`src/rtl/lsd_pkg.sv`:
```
package lsd_pkg;

  // Width able to hold depths 1..ways plus the miss code ways+1.
  function automatic int pos_bits(input int ways);
    return $clog2(ways + 2);
  endfunction

  // A line at depth index i (0 = MRU) moves down when i is within the shift span.
  function automatic bit moves_down(input int i, input int span);
    return (i != 0) && (i <= span);
  endfunction

endpackage

```
`src/rtl/lsd_set_stack.sv`:
```
module lsd_set_stack #(
  parameter int WAYS  = 8,
  parameter int TAG_W = 16,
  parameter int POS_W = 4
) (
  input  logic             clk,
  input  logic             rst_n,
  input  logic             upd,
  input  logic [TAG_W-1:0] tag,
  output logic             hit,
  output logic [POS_W-1:0] pos
);
  localparam int IW = (WAYS > 1) ? $clog2(WAYS) : 1;

  logic [TAG_W-1:0] tags [WAYS];
  logic [WAYS-1:0]  vld;
  logic [IW-1:0]    hidx;
  logic [IW-1:0]    span;

  always_comb begin
    hit  = 1'b0;
    hidx = '0;
    for (int i = 0; i < WAYS; i++) begin
      if (!hit && vld[i] && tags[i] == tag) begin
        hit  = 1'b1;
        hidx = IW'(i);
      end
    end
    pos  = POS_W'(hidx) + POS_W'(1);
    span = hit ? hidx : IW'(WAYS - 1);
  end

  always_ff @(posedge clk) begin
    if (!rst_n) begin
      vld <= '0;
      for (int i = 0; i < WAYS; i++) tags[i] <= '0;
    end else if (upd) begin
      tags[0] <= tag;
      vld[0]  <= 1'b1;
      for (int i = 1; i < WAYS; i++) begin
        if (lsd_pkg::moves_down(i, int'(span))) begin
          tags[i] <= tags[i-1];
          vld[i]  <= vld[i-1];
        end
      end
    end
  end
endmodule

```
`src/rtl/lsd_hist.sv`:
```
module lsd_hist #(
  parameter int NB    = 9,
  parameter int CNT_W = 32,
  parameter int POS_W = 4
) (
  input  logic             clk,
  input  logic             rst_n,
  input  logic             clr,
  input  logic             inc,
  input  logic [POS_W-1:0] bin,
  input  logic [POS_W-1:0] rd_idx,
  output logic [CNT_W-1:0] rd_count
);
  logic [CNT_W-1:0] cnt [NB];

  function automatic logic [CNT_W-1:0] sat_inc(input logic [CNT_W-1:0] c);
    return (c == {CNT_W{1'b1}}) ? c : c + CNT_W'(1);
  endfunction

  always_ff @(posedge clk) begin
    if (!rst_n || clr) begin
      for (int b = 0; b < NB; b++) cnt[b] <= '0;
    end else if (inc) begin
      for (int b = 0; b < NB; b++)
        if (int'(bin) == b + 1) cnt[b] <= sat_inc(cnt[b]);
    end
  end

  always_comb begin
    rd_count = '0;
    for (int b = 0; b < NB; b++)
      if (int'(rd_idx) == b + 1) rd_count = cnt[b];
  end
endmodule

```
`src/rtl/stack_dist_prof.sv`:
```
module stack_dist_prof #(
  parameter int WAYS  = 8,
  parameter int SETS  = 4,
  parameter int TAG_W = 16,
  parameter int CNT_W = 32,
  localparam int SET_W = (SETS > 1) ? $clog2(SETS) : 1,
  localparam int POS_W = lsd_pkg::pos_bits(WAYS)
) (
  input  logic             clk,
  input  logic             rst_n,
  input  logic             acc_valid,
  input  logic [SET_W-1:0] acc_set,
  input  logic [TAG_W-1:0] acc_tag,
  input  logic             clr,
  input  logic [POS_W-1:0] rd_idx,
  output logic             res_valid,
  output logic             res_miss,
  output logic [POS_W-1:0] res_pos,
  output logic [CNT_W-1:0] rd_count
);
  localparam logic [POS_W-1:0] MISS_POS = POS_W'(WAYS + 1);

  logic [SETS-1:0]  set_hit;
  logic [POS_W-1:0] set_pos [SETS];
  logic             look_hit;
  logic [POS_W-1:0] look_pos;

  for (genvar s = 0; s < SETS; s++) begin : g_set
    lsd_set_stack #(.WAYS(WAYS), .TAG_W(TAG_W), .POS_W(POS_W)) u_stack (
      .clk  (clk),
      .rst_n(rst_n),
      .upd  (acc_valid && acc_set == SET_W'(s)),
      .tag  (acc_tag),
      .hit  (set_hit[s]),
      .pos  (set_pos[s])
    );
  end

  always_comb begin
    look_hit = 1'b0;
    look_pos = MISS_POS;
    for (int s = 0; s < SETS; s++) begin
      if (int'(acc_set) == s && set_hit[s]) begin
        look_hit = 1'b1;
        look_pos = set_pos[s];
      end
    end
  end

  always_ff @(posedge clk) begin
    if (!rst_n) begin
      res_valid <= 1'b0;
      res_miss  <= 1'b0;
      res_pos   <= '0;
    end else begin
      res_valid <= acc_valid;
      res_miss  <= acc_valid && !look_hit;
      if (acc_valid) res_pos <= look_pos;
    end
  end

  lsd_hist #(.NB(WAYS + 1), .CNT_W(CNT_W), .POS_W(POS_W)) u_hist (
    .clk     (clk),
    .rst_n   (rst_n),
    .clr     (clr),
    .inc     (acc_valid),
    .bin     (look_pos),
    .rd_idx  (rd_idx),
    .rd_count(rd_count)
  );
endmodule

```
`config.mk`:
```
export PLATFORM = sky130hd
export DESIGN_NAME = stack_dist_prof
export DESIGN_NICKNAME = d
export VERILOG_FILES = /design/src/rtl/lsd_pkg.sv /design/src/rtl/lsd_set_stack.sv /design/src/rtl/lsd_hist.sv /design/src/rtl/stack_dist_prof.sv
export SDC_FILE = /design/constraint.sdc
export NUM_CORES = 2
export LEC_CHECK = 0
export CAP_MARGIN = 25
export CORE_MARGIN = 3
export CORE_UTILIZATION = 55
export CTS_CLUSTER_SIZE = 40
export DETAILED_ROUTE_END_ITERATION = 8
export PLACE_DENSITY = 0.71
export SYNTH_ARGS = -nofsm -noshare
export SYNTH_HDL_FRONTEND = slang
export SYNTH_SLANG_ARGS = --single-unit
```
`constraint.sdc`:
```
create_clock -name clk -period 13.75 [get_ports clk]
set_input_delay 1.375 -clock clk [delete_from_list [all_inputs] [get_ports clk]]
set_output_delay 1.375 -clock clk [all_outputs]
set_load 0.1 [all_outputs]
```
Word level (Yosys, flattened, before mapping)
Memories as Yosys holds them, arrays and structs flattened.
Index checks and enable logic that the tools add are counted.

storage, ports and cells
  memories kept = 5
  output and inout port bits = 38
  input port bits = 26
  register bits = 38
  RAM bits = 800

cells by class
  muxes and demuxes = 294
  add/subtract/negate cells = 13
  equal/unequal tests = 65
  reduce and logical (&&, ||, !) cells = 130
  bitwise gates (word level) = 41
  order comparisons = 28

memories
  name                   words  width  read ports  clocked after Yosys merged registers in  write ports  RTL line             source
  u_hist.cnt             9      32     9           0                                        9            lsd_hist.sv:14       logic [CNT_W-1:0] cnt [NB];
  g_set[0].u_stack.tags  8      16     8           0                                        8            lsd_set_stack.sv:15  logic [TAG_W-1:0] tags [WAYS];
  g_set[1].u_stack.tags  8      16     8           0                                        8            lsd_set_stack.sv:15
  g_set[2].u_stack.tags  8      16     8           0                                        8            lsd_set_stack.sv:15
  g_set[3].u_stack.tags  8      16     8           0                                        8            lsd_set_stack.sv:15

operators by type and width
  cell                                                            count
  2-to-1 mux 32 bit                                               27
  equality test 16 bit                                            32
  2-to-1 mux 16 bit                                               32
  adder 32 x 1 -> 32 bit (second input constant)                  9
  equality test 32 bit (second input constant)                    9
  2-to-1 mux 1 bit                                                203
  2-to-1 mux 3 bit                                                28
  logical AND 1 bit                                               69
  AND reduction 2 bit                                             28
  equality test 4 bit (second input constant)                     12
  less-or-equal comparator 3 bit (first input constant)           16
  OR 1 bit                                                        41
  zero test 1 bit                                                 30
  less-or-equal comparator 2 x 3 -> 1 bit (first input constant)  8
  adder 3 x 1 -> 4 bit (second input constant)                    4
  equality test 4 x 3 -> 1 bit (second input constant)            4
  2-to-1 mux 4 bit                                                4
  less-or-equal comparator 1 x 3 -> 1 bit (first input constant)  4
  equality test 2 bit (second input constant)                     4
  equality test 4 x 2 -> 1 bit (second input constant)            2
  equality test 2 x 1 -> 1 bit (second input constant)            2
  zero test 2 bit                                                 2
  logical OR 1 bit                                                1

Logic depth before layout (Yosys ltp)
An unclocked memory read counts as a cell.

  word-level depth = 43
  mapped depth = 21

Hierarchy
From an unflattened synthesis, not the netlist that was laid out.

unflattened totals
  cell total of the unflattened synthesis = 4243
  area, all modules = 47336.6 um^2

by module, submodules not included
  module                             instances  sequential area each (um^2)  area an instance (um^2)  cells each
  lsd_hist                           1          8648.3                       18931.9                  1968
  lsd_set_stack at g_set[3].u_stack  1          4003.8                       7247.0                   597
  lsd_set_stack at g_set[2].u_stack  1          4003.8                       7008.0                   538
  lsd_set_stack at g_set[1].u_stack  1          4003.8                       6831.6                   541
  lsd_set_stack at g_set[0].u_stack  1          4003.8                       6787.8                   536
  stack_dist_prof                    1          120.1                        530.5                    63

Worst setup path after synthesis
OpenSTA, ideal clock, no wires.

  path kind = input -> register
  start point = input port acc_tag[12]
  end point = memory u_hist.cnt[6][0] (netlist: u_hist.cnt[0][192]) (enable)
  arrival = 6.918 ns
  path buffers = 4
  library setup time = 0.466 ns
  stages = 17
  slack = 6.366 ns
  required time = 13.284 ns
  cells stage by stage = buf_4 buf_6 buf_4 xor2_1 nor4_1 nand4_1 o22ai_1 nor2_1 buf_1 and2_1 or2_2 ha_1 o41ai_1 nor4b_1 nor4_1 nand3_1 o21ai_0

RTL lines
  what             RTL line               source
  start, declared  stack_dist_prof.sv:13  input logic [TAG_W-1:0] acc_tag,
  end, declared    lsd_hist.sv:14

==> flow_summary_export.csv <==
group,metric,value,unit
critical_path,cpMaxStageDelayCell,"nor4b_1",
layout,layout-drive-gt1-share,0.0615,
place,portBuffers,63,
global_route,grt_max_degree,245,
clock_tree,cts-resized-gates,0,
drt,routed_wl,116,mm
sta,slew_viol_final,0,
power,switchingPower,1.47,mW
clock_tree,ctsHoldBuffers,0,
clock_tree,clockBufferDepth,3,
drt,ant_nets,0,
synthesis,ys_top_cells_by_count,"800 x edfxtp_1, 470 x nor2_1, 470 x xor2_1",
power,vdd_drop_max,0.104,mV
sta,finalCritPeriodShare,0.531,
layout,final_core_util,0.605,
synthesis,synthDistinctLibCells,70,
floorplan,core-area,0.0824,mm2
global_route,antenna_found_initial,0,
critical_path,worst_ep_arrival_time,7.66,ns
critical_path,cp-end-kind,"flop",
global_route,groute.usage.overall,0.264,
floorplan,dieArea,0.0869,mm2
sta,clock.fmax,137,MHz
sta,setup_tns,0,ns
drt,detail_route.first_pass.iterations,9,
sta,relSlewSlack,0.178,
status,status,"finished with violations",
critical_path,crit_fanout,226,
power,p_leak,19.1,nW
clock_tree,cts_max_level,3,
layout,fin_nets,4213,
synthesis,ys.flop_type,"edfxtp_1",
synthesis,synthArstFlopShare,0,
synthesis,synth.most_common_cell,"edfxtp_1",
power,clkPwrFrac,0.392,
place,place.gp.congestion,0.906,
critical_path,max_stage_delay,0.82,ns
synthesis,yosysTopAreaCellShare,0.524,
synthesis,ys_ff_latch,838,
clock_tree,clock_latency,0.65,ns
synthesis,syn-num-nets,4253,
clock_tree,clk_pin_slew_worst_paths,0.06,ns
synthesis,yosysWarnings,0,
clock_tree,cts_sinks,838,
critical_path,critical_path_class,"in2reg",
synthesis,avgSynthCellArea,10.9,um2
clock_tree,numCtsBuffers,91,
critical_path,worst-path-buf-inv,3,
sta,rsz0062_at_grt,"false",
run,maxCapViolCount,0,
global_route,grt_pass1_vias,30613,
drt,drtIter0Drc,3367,
sta,finalSetupViolCount,0,
critical_path,critPathTopFamily,"simple AND/OR/NAND/NOR gates",
critical_path,crit_chain,"buf_2, buf_4, xor2_1, nor4_1, nand4_1, o2bb2ai_1, nor4_1, and2_1, or2_2, ha_1, nand2_1, o22ai_1, nor4b_1, or2_2, and4_4, buf_12, nor2_1",
drt,drc,7,
layout,diodes,0,
power,power_switching_share,0.249,
drt,post_drt_wl_per_cell,21.8,um
status,violations,"design-rule violations",
synthesis,netlist_instances,4214,
synthesis,synth_edf_count,800,
clock_tree,cts_tree,"done",
synthesis,synthTopCellsByArea,"edfxtp_1 52%, xor2_1 9.0%, xnor2_1 6.0%",
drt,vias_per_cell,5.96,
layout,syn2layout_area_growth,8.62,%
floorplan,die_h,295,um
sta,final_hold_viol_count,0,
power,power_frac_comb,0.087,
drt,via_count,31667,
global_route,overflow,0,
floorplan,std_cell_rows,105,
sta,worst_pin_slew,1.23,ns
floorplan,die_x,295,um
power,pwr-share-seq,0.521,
clock_tree,cts_root_buffer,"clkbuf_16",
synthesis,ys_seq_area_frac,0.540,
synthesis,synth_area_leader_cell,"edfxtp_1",
critical_path,worstPathRequired,14.11,ns
place,dp_hpwl,76.0,mm
floorplan,ios,64,
critical_path,worstSetupStartpointType,"input pin",
power,p_int,4.44,mW
worst_hold_path,min_path_type,"reg2reg",
power,p_per_area,119,mW/mm2
synthesis,netlist_area,0.0459,mm2
global_route,grt_pass1_wl,179,mm
sta,layout_min_cycle_time,7.30,ns
floorplan,start_util,0.557,
sta,fin_worst_skew,0.0365,ns
clock_tree,post_cts_buffers,0,
## cell usage in the layout (no fill, tap or decap), types with 18 or more instances in the layout
cell,instances
clkbuf_1,24
nand2_1,209
xor2_1,470
a21oi_1,18
clkinv_1,24
inv_1,45
edfxtp_1,800
buf_4,60
buf_2,19
clkdlybuf4s50_1,46
a22o_1,19
a222oi_1,39
xnor2_1,312
and3_1,197
nand3_1,421
o21ai_0,30
a221oi_1,19
and2_1,366
dfxtp_1,38
nand4_1,100
a22oi_1,35
clkbuf_16,93
nor3_1,49
nor2_1,465
nor4_1,92
## power by group through the flow
stage | logic (mW) | clock network (mW) | registers (mW)
floorplan | 0.378 | 0 | 3.09
global placement | 0.503 | 0 | 3.12
detailed placement | 0.512 | 0 | 3.13
CTS | 0.515 | 2.35 | 3.08
global route | 0.554 | 2.45 | 3.09
finish | 0.514 | 2.32 | 3.08
## worst paths after layout
check	from	slack (ns)	cells after the start	end
setup / recovery	acc_tag[9]	6.45	17	u_hist.cnt[0][228]
hold / removal	g_set[1].u_stack.vld[7]	0.46	2	g_set[1].u_stack.vld[7]
setup reg to reg	g_set[3].u_stack.tags[0][0]	7.70	13	u_hist.cnt[0][228]
hold reg to reg	g_set[1].u_stack.vld[7]	0.46	2	g_set[1].u_stack.vld[7]
## state kept, by name, indices dropped and copies added, names as in the netlist
register            flops
g_set.u_stack.tags    512
u_hist.cnt            288
g_set.u_stack.vld      32
res_pos                 4
res_miss                1
res_valid               1
## cell type report
cell class,count,area [um2]
Multi-Input combinational cell,3067,19600
Timing Repair Buffer,131,1130
Clock inverter,48,325
Fill cell,6702,32600
Tap cell,1070,1340
Clock buffer,118,2430
Inverter,45,169
Sequential cell,838,24800
## worst min-delay path, cell delays in order (launching register included)
cell and delay (ns):
dfxtp_1 0.31, nand2_1 0.05, a21oi_1 0.05
## metal layers
metal  up-vias  global-route usage  share of wire
met5         -                   0              0
met4         0               0.110          0.047
met3       233              0.0432          0.065
met2      1162               0.436           0.48
met1     15329               0.347           0.41
li1      14943                   -              -
## cell families after synthesis
kind of cell | Yosys count | share of synthesized area
buffers and inverters | 309 | 0.0337
flip-flops | 838 | 0.540
multiplexers | 10 | 0.00218
XOR/XNOR | 782 | 0.149
AND/OR/NAND/NOR | 1998 | 0.226
adder cells (fa/ha/maj) | 13 | 0.00355
AO/OA/AOI/OAI | 264 | 0.0446
## through the flow
step	setup WS, ns	total power, mW	cells	hold slack, ns	instance area (um2)
5_1_grt	6.03	6.10	5317	0.487	49800
2_1_floorplan	6.37	3.47	4214	0.436	45900
3_5_place_dp	5.80	3.64	5148	0.450	47000
3_3_place_gp	5.90	3.63	5144	0.443	47000
4_1_cts	6.48	5.94	5314	0.454	49800
6_report	6.45	5.91	5317	0.456	49800
Note: power is estimated with default switching activity, not from simulation.
